===== src/rtl/rbr_pkg.sv =====
package rbr_pkg;

  typedef enum logic [3:0] {
    OP_EXIT  = 4'h0,
    OP_JMP   = 4'h1,
    OP_JNC   = 4'h2,
    OP_JC    = 4'h3,
    OP_JPL   = 4'h4,
    OP_JMI   = 4'h5,
    OP_JZ    = 4'h6,
    OP_JNZ   = 4'h7,
    OP_JM1   = 4'h8,
    OP_JNM1  = 4'h9,
    OP_BREAK = 4'hA,
    OP_RET   = 4'hB,
    OP_CALL  = 4'hC,
    OP_NOPD  = 4'hD,
    OP_NOPE  = 4'hE,
    OP_NOPF  = 4'hF
  } rop_e;

  typedef enum logic [2:0] {
    S_IDLE,
    S_EVAL,
    S_PUSH,
    S_CFIN,
    S_POPA,
    S_POPB,
    S_POPC
  } rstate_e;

  function automatic logic is_cond(input logic [3:0] op);
    return (op >= 4'h1) && (op <= 4'h9);
  endfunction

endpackage


===== src/rtl/rbr_status.sv =====
module rbr_status #(
  parameter int IDX_W = 4
) (
  input  logic             clk,
  input  logic             rst,
  input  logic             res_we,
  input  logic [IDX_W-1:0] res_idx,
  input  logic             c_we,
  input  logic             c_in,
  input  logic             clr,
  output logic [IDX_W-1:0] idx_o,
  output logic             c_o
);

  always_ff @(posedge clk) begin
    if (rst) begin
      idx_o <= '0;
      c_o   <= 1'b0;
    end else if (clr) begin
      idx_o <= '0;
      c_o   <= 1'b0;
    end else begin
      if (res_we) idx_o <= res_idx;
      if (c_we)   c_o   <= c_in;
    end
  end

  // a call completion leaves carry clear and index 0
  p_call_clears_r8: assert property (@(posedge clk) disable iff (rst)
    clr |=> (!c_o && idx_o == '0));

  // strobe loads the index
  p_idx_load_r10: assert property (@(posedge clk) disable iff (rst)
    (res_we && !clr) |=> (idx_o == $past(res_idx)));

  // without a strobe or clear the index holds
  p_idx_hold_r6: assert property (@(posedge clk) disable iff (rst)
    (!res_we && !clr) |=> $stable(idx_o));

  // without a strobe or clear the carry holds
  p_c_hold_r6: assert property (@(posedge clk) disable iff (rst)
    (!c_we && !clr) |=> $stable(c_o));

endmodule


===== src/rtl/rbr_cond.sv =====
module rbr_cond #(
  parameter int W = 16
) (
  input  logic [3:0]   op,
  input  logic         carry,
  input  logic [W-1:0] val,
  output logic         take
);
  import rbr_pkg::*;

  logic neg, zero, ones;

  assign neg  = val[W-1];
  assign zero = ~|val;
  assign ones = &val;

  always_comb begin
    case (op)
      OP_JMP:  take = 1'b1;
      OP_JNC:  take = ~carry;
      OP_JC:   take = carry;
      OP_JPL:  take = ~neg;
      OP_JMI:  take = neg;
      OP_JZ:   take = zero;
      OP_JNZ:  take = ~zero;
      OP_JM1:  take = ones;
      OP_JNM1: take = ~ones;
      default: take = 1'b0;
    endcase
  end

endmodule


===== src/rtl/rbr_target.sv =====
module rbr_target #(
  parameter int W = 16
) (
  input  logic [W-1:0] pc,
  input  logic [7:0]   disp,
  output logic [W-1:0] seq,
  output logic [W-1:0] tgt
);

  localparam int INSN_LEN = 2;

  logic [W-1:0] dext;

  assign dext = {{(W-8){disp[7]}}, disp};
  assign seq  = pc + W'(INSN_LEN);
  assign tgt  = seq + dext;

endmodule


===== src/rtl/rbr_unit.sv =====
module rbr_unit #(
  parameter int W      = 16,
  parameter int NREG   = 16,
  parameter int SP_REG = 12
) (
  input  logic                    clk,
  input  logic                    rst,
  input  logic                    start_i,
  input  logic [3:0]              op_i,
  input  logic [7:0]              disp_i,
  input  logic [W-1:0]            pc_i,
  input  logic                    st_res_we_i,
  input  logic [$clog2(NREG)-1:0] st_res_idx_i,
  input  logic                    st_c_we_i,
  input  logic                    st_c_i,
  output logic [$clog2(NREG)-1:0] rf_raddr_o,
  input  logic [W-1:0]            rf_rdata_i,
  output logic                    rf_we_o,
  output logic [$clog2(NREG)-1:0] rf_waddr_o,
  output logic [W-1:0]            rf_wdata_o,
  output logic [W-1:0]            mem_addr_o,
  output logic                    mem_we_o,
  output logic [7:0]              mem_wdata_o,
  output logic                    mem_re_o,
  input  logic [7:0]              mem_rdata_i,
  output logic                    done_o,
  output logic [W-1:0]            next_pc_o,
  output logic                    exit_o,
  output logic                    brk_o,
  output logic                    carry_o,
  output logic [$clog2(NREG)-1:0] prior_idx_o
);
  import rbr_pkg::*;

  localparam int IDX_W = $clog2(NREG);
  localparam logic [IDX_W-1:0] SP_IDX = IDX_W'(SP_REG);
  localparam logic [W-1:0] ONE = W'(1);
  localparam logic [W-1:0] TWO = W'(2);

  rstate_e      state;
  logic [3:0]   op_q;
  logic [7:0]   disp_q;
  logic [W-1:0] pc_q;
  logic [W-1:0] sp_q;
  logic [W-9:0] hi_q;
  logic [W-1:0] seq, tgt;
  logic         take;
  logic         stack_op;

  assign stack_op   = (op_q == OP_CALL) || (op_q == OP_RET);
  assign rf_raddr_o = stack_op ? SP_IDX : prior_idx_o;

  rbr_status #(.IDX_W(IDX_W)) u_status (
    .clk     (clk),
    .rst     (rst),
    .res_we  (st_res_we_i),
    .res_idx (st_res_idx_i),
    .c_we    (st_c_we_i),
    .c_in    (st_c_i),
    .clr     (state == S_CFIN),
    .idx_o   (prior_idx_o),
    .c_o     (carry_o)
  );

  rbr_cond #(.W(W)) u_cond (
    .op    (op_q),
    .carry (carry_o),
    .val   (rf_rdata_i),
    .take  (take)
  );

  rbr_target #(.W(W)) u_target (
    .pc   (pc_q),
    .disp (disp_q),
    .seq  (seq),
    .tgt  (tgt)
  );

  always_ff @(posedge clk) begin
    if (rst) begin
      state       <= S_IDLE;
      op_q        <= '0;
      disp_q      <= '0;
      pc_q        <= '0;
      sp_q        <= '0;
      hi_q        <= '0;
      rf_we_o     <= 1'b0;
      rf_waddr_o  <= '0;
      rf_wdata_o  <= '0;
      mem_addr_o  <= '0;
      mem_we_o    <= 1'b0;
      mem_wdata_o <= '0;
      mem_re_o    <= 1'b0;
      done_o      <= 1'b0;
      next_pc_o   <= '0;
      exit_o      <= 1'b0;
      brk_o       <= 1'b0;
    end else begin
      done_o   <= 1'b0;
      exit_o   <= 1'b0;
      brk_o    <= 1'b0;
      rf_we_o  <= 1'b0;
      mem_we_o <= 1'b0;
      mem_re_o <= 1'b0;
      case (state)
        S_IDLE: begin
          if (start_i) begin
            op_q   <= op_i;
            disp_q <= disp_i;
            pc_q   <= pc_i;
            state  <= S_EVAL;
          end
        end
        S_EVAL: begin
          if (op_q == OP_CALL) begin
            sp_q        <= rf_rdata_i;
            mem_we_o    <= 1'b1;
            mem_addr_o  <= rf_rdata_i;
            mem_wdata_o <= seq[7:0];
            state       <= S_PUSH;
          end else if (op_q == OP_RET) begin
            sp_q       <= rf_rdata_i;
            mem_re_o   <= 1'b1;
            mem_addr_o <= rf_rdata_i - ONE;
            state      <= S_POPA;
          end else begin
            done_o <= 1'b1;
            if (is_cond(op_q)) next_pc_o <= take ? tgt : seq;
            else               next_pc_o <= pc_q + ONE;
            exit_o <= (op_q == OP_EXIT);
            brk_o  <= (op_q == OP_BREAK);
            state  <= S_IDLE;
          end
        end
        S_PUSH: begin
          mem_we_o    <= 1'b1;
          mem_addr_o  <= sp_q + ONE;
          mem_wdata_o <= 8'(seq >> 8);
          state       <= S_CFIN;
        end
        S_CFIN: begin
          rf_we_o    <= 1'b1;
          rf_waddr_o <= SP_IDX;
          rf_wdata_o <= sp_q + TWO;
          next_pc_o  <= tgt;
          done_o     <= 1'b1;
          state      <= S_IDLE;
        end
        S_POPA: begin
          mem_re_o   <= 1'b1;
          mem_addr_o <= sp_q - TWO;
          state      <= S_POPB;
        end
        S_POPB: begin
          hi_q  <= mem_rdata_i[W-9:0];
          state <= S_POPC;
        end
        S_POPC: begin
          rf_we_o    <= 1'b1;
          rf_waddr_o <= SP_IDX;
          rf_wdata_o <= sp_q - TWO;
          next_pc_o  <= {hi_q, mem_rdata_i};
          done_o     <= 1'b1;
          state      <= S_IDLE;
        end
        default: state <= S_IDLE;
      endcase
    end
  end

  // exit and break only appear with done, never both
  p_exit_with_done_r7: assert property (@(posedge clk) disable iff (rst)
    (exit_o || brk_o) |-> (done_o && !(exit_o && brk_o)));

  // the second push byte goes one address above the first
  p_push_rising_r8: assert property (@(posedge clk) disable iff (rst)
    (mem_we_o && $past(mem_we_o)) |-> (mem_addr_o == $past(mem_addr_o) + ONE));

  // the second pop read is one address below the first
  p_pop_falling_r9: assert property (@(posedge clk) disable iff (rst)
    (mem_re_o && $past(mem_re_o)) |-> (mem_addr_o == $past(mem_addr_o) - ONE));

  // register writes only target the stack pointer, at completion
  p_rf_only_sp_r6: assert property (@(posedge clk) disable iff (rst)
    rf_we_o |-> (done_o && rf_waddr_o == SP_IDX));

  // a conditional branch ends at fall-through or target
  p_branch_dest_r2: assert property (@(posedge clk) disable iff (rst)
    (state == S_EVAL && is_cond(op_q)) |=>
      (done_o && (next_pc_o == $past(seq) || next_pc_o == $past(tgt))));

  // no memory traffic for non-stack opcodes
  p_no_mem_r6: assert property (@(posedge clk) disable iff (rst)
    (state == S_EVAL && !stack_op) |=> (!mem_we_o && !mem_re_o));

endmodule


===== config.mk =====
export PLATFORM = sky130hd
export DESIGN_NAME = rbr_unit
export DESIGN_NICKNAME = d
export VERILOG_FILES = /design/src/rtl/rbr_pkg.sv /design/src/rtl/rbr_status.sv /design/src/rtl/rbr_cond.sv /design/src/rtl/rbr_target.sv /design/src/rtl/rbr_unit.sv
export SDC_FILE = /design/constraint.sdc
export NUM_CORES = 1
export LEC_CHECK = 0
export BUFFER_PORTS_ARGS = -buffer_cell sky130_fd_sc_hd__clkbuf_2
export CORE_MARGIN = 2
export CORE_UTILIZATION = 57
export DETAILED_ROUTE_END_ITERATION = 8
export PLACE_DENSITY_LB_ADDON = 0.1
export SLEW_MARGIN = 20
export SYNTH_ARGS = -nofsm -noshare
export SYNTH_HDL_FRONTEND = slang
export SYNTH_SLANG_ARGS = --single-unit

===== constraint.sdc =====
create_clock -name clk -period 3.9 [get_ports clk]
set_input_delay 0.78 -clock clk [delete_from_list [all_inputs] [get_ports clk]]
set_output_delay 0.78 -clock clk [all_outputs]
set_load 0.03 [all_outputs]

==> flow_summary.toml, run 1 <==
[run_status]
status = "completed"

[sta]
maxSlewViolCount = 0
fin_skew_ns = 0.00953
rsz0062_at_grt = "no"
worst_pin_slew_ns = 1.13
slew_headroom_pct = 23.5
period_share_pct = 91.4
setup_viol = 0
hold_viol = 0
setup_tns_ns = 0
period_needed_ns = 3.56
fmax_ghz = 0.281

[synthesis]
yosysSeqAreaShare_pct = 31.8
yosys_warnings = 0
synthTopCellsByArea = "dfxtp_1 32%, nor2_1 6.1%, nand2_1 6.0%"
syn-cell-area_mm2 = 0.00775
ys_types = 68
synth_top_area_share_pct = 31.8
yosys.area.top_type = "dfxtp_1"
syn_inst = 1016
postSynthAreaPerCell_um2 = 7.63
synth-edff-count = 0
async_flop_share_pct = 0
synth_flop_cell = "dfxtp_1"
synth-seq-cells = 123

[min_path]
min_path_type = "flip-flop to flip-flop"
min_path_cells = 2

[setup_path]
crit_buf_inv = 1
cp_cell_sequence = "buf_4 -> ha_1 -> xor2_1 -> ha_1 -> o21a_1 -> o31a_1 -> or4b_2 -> a21oi_1 -> o21ai_0 -> xor2_1 -> a222oi_1 -> o2bb2ai_1"
critical_path.startpoint_type = "flip-flop"
end_kind = "flip-flop"
worstPathMaxFanout = 8
path_depth = 12
r2r_end = "next_pc_o[14]"
max_stage_delay_ns = 0.65
crit_family = "compound AO/OA/AOI/OAI gates"
path_class = "flip-flop to flip-flop"
worstPathRequired_ns = 4.19
cp_slowest_cell = "or4b_2"
critPathCapture = "next_pc_o[14]"
crit_arrival_ns = 3.86
rrSetupSlack_ns = 0.34
critPathLaunch = "pc_q[1]"
rr_worst_depth = 12
rr_startpoint = "pc_q[1]"

[clock_network]
ctsResizeCount = 0
clkLatencyLatePin_ns = 0.43
cts_tree = "built"
post_cts_buffers = 0
numCtsBuffers = 17
clock_path_buffers = 2
clockRootBuffer = "clkbuf_16"
cts.reportedPaths.clkPinSlew_ns = 0.07
htree_num_levels = 4
ctsHoldBuffers = 0
clkSinkCount = 123

[placement]
dp_hpwl_um = 18300
globalplace.congestion = 1.00
dp_cells = 1275
io_buffers = 134

[grt]
grt_pass1_vias = 7002
grt_use_total_pct = 34.4
grt_pass1_wl_um = 38800
gr-total-overflow = 0
antenna_found_initial = 0
grt_max_degree = 62

[routing]
vias = 8019
antenna_left = 0
drt_first_pass_iters = 5
drcViolationCount = 0
vias_per_cell = 6.14
initialDrtViolationCount = 872
wl_um = 24800
wire_per_inst_um = 18.9

[die]
die_area_mm2 = 0.0146
dieHeight_um = 121
io-pin-count = 137
rows = 42
start_util_pct = 58.6
coreArea_mm2 = 0.0132
die_w_um = 121

[pwr]
p_sw_mw = 1.01
ir_drop_mv = 0.376
power_frac_clock_pct = 46.4
power.internal_mw = 2.45
swShare_pct = 29.1
p_leak_nw = 3.84
p_per_area_mw_per_mm2 = 379
comb_power_share_pct = 14.9
seqPwrFrac_pct = 38.7

[cells_and_area]
area_growth_pct = 17.9
mostFrequentLayoutCells = "133 x clkbuf_2, 126 x nor2_1, 124 x nand2_1, 122 x dfxtp_1, 89 x a21oi_1"
diodes = 0
final_common_cell = "clkbuf_2"
nNetsFinal = 1206
num-fill-cells = 1177
layoutNonFillerInstCount = 1307
drive_gt1_share_pct = 19.4

[flow_run]
drv_cap = 0
-- worst min-delay path by stage --
stage                    endpoint          start
global route             pc_q[14]       pc_q[14]
finish                   pc_q[14]       pc_q[14]
detailed placement       pc_q[14]       pc_q[14]
CTS                      pc_q[14]       pc_q[14]
floorplan                pc_q[14]       pc_q[14]
global placement    rf_wdata_o[0]  rf_wdata_o[0]
-- per-stage QoR --
stage          hold slack, ns  util [%]  total power [mW]  cell area (um^2)  setup slack (ns)
3_5_place_dp            0.449      64.5              1.87              8540             0.350
3_3_place_gp            0.440      64.5              1.86              8540             0.492
2_1_floorplan           0.436         -              1.70              7760             0.494
4_1_cts                 0.457      69.0              3.46              9140             0.340
6_report                0.453      69.0              3.46              9140             0.336
5_1_grt                 0.474      69.0              3.58              9140            0.0802
-- cell families after synthesis --
| kind of cell | count (synthesis) | synth area share [%] |
|---|---|---|
| buffers and inverters | 98 | 5.15 |
| flip-flops | 123 | 31.8 |
| other | 1 | 0.0484 |
| AND/OR/NAND/NOR | 415 | 25.2 |
| AO/OA/AOI/OAI | 245 | 20.7 |
| XOR/XNOR | 70 | 7.91 |
| adder cells (fa/ha/maj) | 26 | 4.29 |
| multiplexers | 38 | 4.97 |
-- worst reg2reg max path, cell delays in order (launching register included) --
cell and delay [ns]:
dfxtp_1 0.33, buf_4 0.16, ha_1 0.34, xor2_1 0.24, ha_1 0.32, o21a_1 0.20, o31a_1 0.15, or4b_2 0.65
a21oi_1 0.27, o21ai_0 0.20, xor2_1 0.18, a222oi_1 0.30, o2bb2ai_1 0.10
-- Yosys cell counts (12+ instances only) --
| cell type | instances |
|---|---|
| o21ai_0 | 36 |
| clkbuf_1 | 62 |
| nand2_1 | 124 |
| nor4_1 | 16 |
| a211oi_1 | 14 |
| nand3_1 | 17 |
| mux2i_1 | 34 |
| nor2_1 | 127 |
| nand2b_1 | 12 |
| nand4_1 | 13 |
| inv_1 | 17 |
| xor2_1 | 36 |
| xnor2_1 | 34 |
| ha_1 | 25 |
| nor3_1 | 49 |
| o22ai_1 | 12 |
| a21oi_1 | 89 |
| dfxtp_1 | 123 |
| a221oi_1 | 13 |
-- per-layer routing --
layer	wire (um)	track usage, %	share of wire [%]
met5	0	0	0
met4	329	9.59	1.3
met3	2910	9.10	12
met2	9850	45.3	40
met1	11700	54.0	47
-- registers in the layout, summed over array words and instances (netlist names), 3 cells and up --
signal,cells
disp_q,8
hi_q,8
mem_addr_o,16
mem_wdata_o,8
next_pc_o,16
op_q,4
pc_q,16
rf_wdata_o,16
sp_q,16
state,3
u_status.idx_o,4
-- power by group through the flow --
stage          logic [mW]  registers (mW)  clock network, mW
2_1_floorplan       0.314            1.38                  0
5_1_grt             0.566            1.34               1.67
3_3_place_gp        0.502            1.36                  0
6_report            0.517            1.34               1.61
4_1_cts             0.507            1.34               1.62
3_5_place_dp        0.503            1.36                  0
-- final cells by class --
| type | instances | area [um^2] | share of cell area, % |
|---|---|---|---|
| clock buffer | 18 | 439 | 4.80 |
| clock inverter | 14 | 159 | 1.74 |
| inverter | 17 | 63.8 | 0.698 |
| multi-input combinational | 796 | 4910 | 53.7 |
| sequential | 123 | 2460 | 26.9 |
| tap | 176 | 220 | 2.41 |
| timing repair buffer | 163 | 891 | 9.74 |
(Power assumes the default switching activity.)
==> inputs of run 2 (changes only) <==
--- a/config.mk
+++ b/config.mk
@@ -10,6 +10,7 @@
 export CORE_UTILIZATION = 57
 export DETAILED_ROUTE_END_ITERATION = 8
 export PLACE_DENSITY_LB_ADDON = 0.1
+export SETUP_SLACK_MARGIN = 0.4
 export SLEW_MARGIN = 20
 export SYNTH_ARGS = -nofsm -noshare
 export SYNTH_HDL_FRONTEND = slang
==> run 2 against run 1 <==
Net effect:
- combinational power rose by 2%
- sequential share of layout area fell by 0.21 points
- global-route usage barely moved
- hold slack got worse by 0.0011 ns
- die area did not move
- critical endpoint is now next_pc_o[15]
- clock skew fell by 0.00066 ns
- count of clock-buffer cells in the layout did not move
- non-clock buffer count did not move
- utilization rose by 0.82 points
- sequential power barely moved
- setup slack improved by 0.23 ns
==> flow_summary.toml, run 2 (same netlist as run 1, synthesis figures left out) <==
[run_status]
status = "completed"

[clock_network]
clkLatencyLatePin_ns = 0.43
clockRootBuffer = "clkbuf_16"
cts_tree = "built"
numCtsBuffers = 17
cts.reportedPaths.clkPinSlew_ns = 0.06
post_cts_buffers = 0
clock_path_buffers = 2
htree_num_levels = 4
clkSinkCount = 123
ctsHoldBuffers = 0

[cells_and_area]
num-fill-cells = 1169
drive_gt1_share_pct = 20.8
layoutNonFillerInstCount = 1307
diodes = 0
final_common_cell = "clkbuf_2"
nNetsFinal = 1206
mostFrequentLayoutCells = "133 x clkbuf_2, 125 x nor2_1, 124 x nand2_1, 118 x dfxtp_1, 88 x a21oi_1"
area_growth_pct = 19.3

[die]
io-pin-count = 137
die_area_mm2 = 0.0146
start_util_pct = 58.6
die_w_um = 121
dieHeight_um = 121
rows = 42
coreArea_mm2 = 0.0132

[routing]
drt_first_pass_iters = 5
wl_met1_um = 11900
wl_um = 24900
drcViolationCount = 0
wire_per_inst_um = 19.1
vias = 8013
vias_per_cell = 6.13
dr_wl_met3_um = 2830
maxUsedRoutingLayer = "met4"
wl_met2_um = 9890
initialDrtViolationCount = 936
antenna_left = 0

[sta]
fmax_ghz = 0.300
setup_tns_ns = 0
period_needed_ns = 3.33
slew_headroom_pct = 26.4
holdWs_ns = 0.452
maxSlewViolCount = 0
hold_viol = 0
fin_skew_ns = 0.00887
rsz0062_at_grt = "yes"
worst_pin_slew_ns = 1.09
setup_viol = 0
period_share_pct = 85.4
fin_ws_ns = 0.569

[min_path]
hp-start = "pc_q[14]"
min_path_type = "flip-flop to flip-flop"

[setup_path]
rrSetupSlack_ns = 0.57
path_class = "flip-flop to flip-flop"
critPathLaunch = "pc_q[1]"
rr_startpoint = "pc_q[1]"
worstPathMaxFanout = 6
end_kind = "flip-flop"
crit_arrival_ns = 3.65
cp_cell_sequence = "ha_1 -> nand2_1 -> or4_1 -> nor2_2 -> xor2_2 -> ha_4 -> a21oi_1 -> mux2i_1 -> o211ai_1 -> a311oi_2 -> mux2_2 -> o21a_1"
max_stage_delay_ns = 0.60
worstPathRequired_ns = 4.22
critical_path.startpoint_type = "flip-flop"
cp_slowest_cell = "or4_1"

[grt]
grt_pass1_vias = 7005
gr-total-overflow = 0
antenna_found_initial = 0
grt_use_total_pct = 34.4
grt_pass1_wl_um = 38800
grt_max_degree = 62

[pwr]
p_per_area_mw_per_mm2 = 376
p_leak_nw = 3.85
ir_drop_mv = 0.379
p_total_mw = 3.48

[placement]
dp_cells = 1275
io_buffers = 134
globalplace.congestion = 1.00
dp_hpwl_um = 18300
pre_cts_slack_ns = 0.350

[flow_run]
drv_cap = 0
-- run 2: worst max-delay path: cells and delay by family, from the launching register on --
family	cells	cell delay (ns)
and+or+nand+nor	3	0.91
xor gates and xnor gates	1	0.27
muxes	2	0.56
adders and majority gates	2	0.45
DFF	1	0.33
AOI/OAI and AO/OA	4	0.70
-- run 2: final timing paths --
kind                        end  depth (start not counted)
hold reg to reg        pc_q[14]                          2
setup / recovery  next_pc_o[15]                         12
setup reg to reg  next_pc_o[15]                         12
hold / removal         pc_q[14]                          2
-- run 2: layer usage --
| metal | track usage [%] | vias up |
|---|---|---|
| li1 | - | 3847 |
| met1 | 54.1 | 3707 |
| met2 | 45.3 | 433 |
| met3 | 9.10 | 26 |
| met4 | 9.59 | 0 |
| met5 | 0 | - |
-- run 2: repair_timing --
item                                    CTS  global route
pin swaps                                 0             1
gates resized for setup                   2            23
endpoints found under the setup margin    2             4
-- run 2: report_power, final --
group          total (mW)  internal, mW  switching, mW
Combinational       0.528         0.196          0.333
Sequential           1.34          1.29         0.0444
Clock                1.61         0.971          0.638
-- run 2: layout make-up --
class                      count  area [um^2]  area share (%)
inverter                      17         63.8           0.690
tap                          176          220            2.38
clock buffer                  18          439            4.75
timing repair buffer         163          891            9.63
sequential                   123         2470            26.7
clock inverter                14          159            1.72
multi-input combinational    796         5000            54.1
-- run 2: metrics by stage --
stage	cell area [um^2]	util, %
after floorplan	7760	-
after global placement	8540	64.5
after detailed placement	8540	64.5
after global routing	9250	69.9
after CTS	9150	69.1
final	9250	69.9
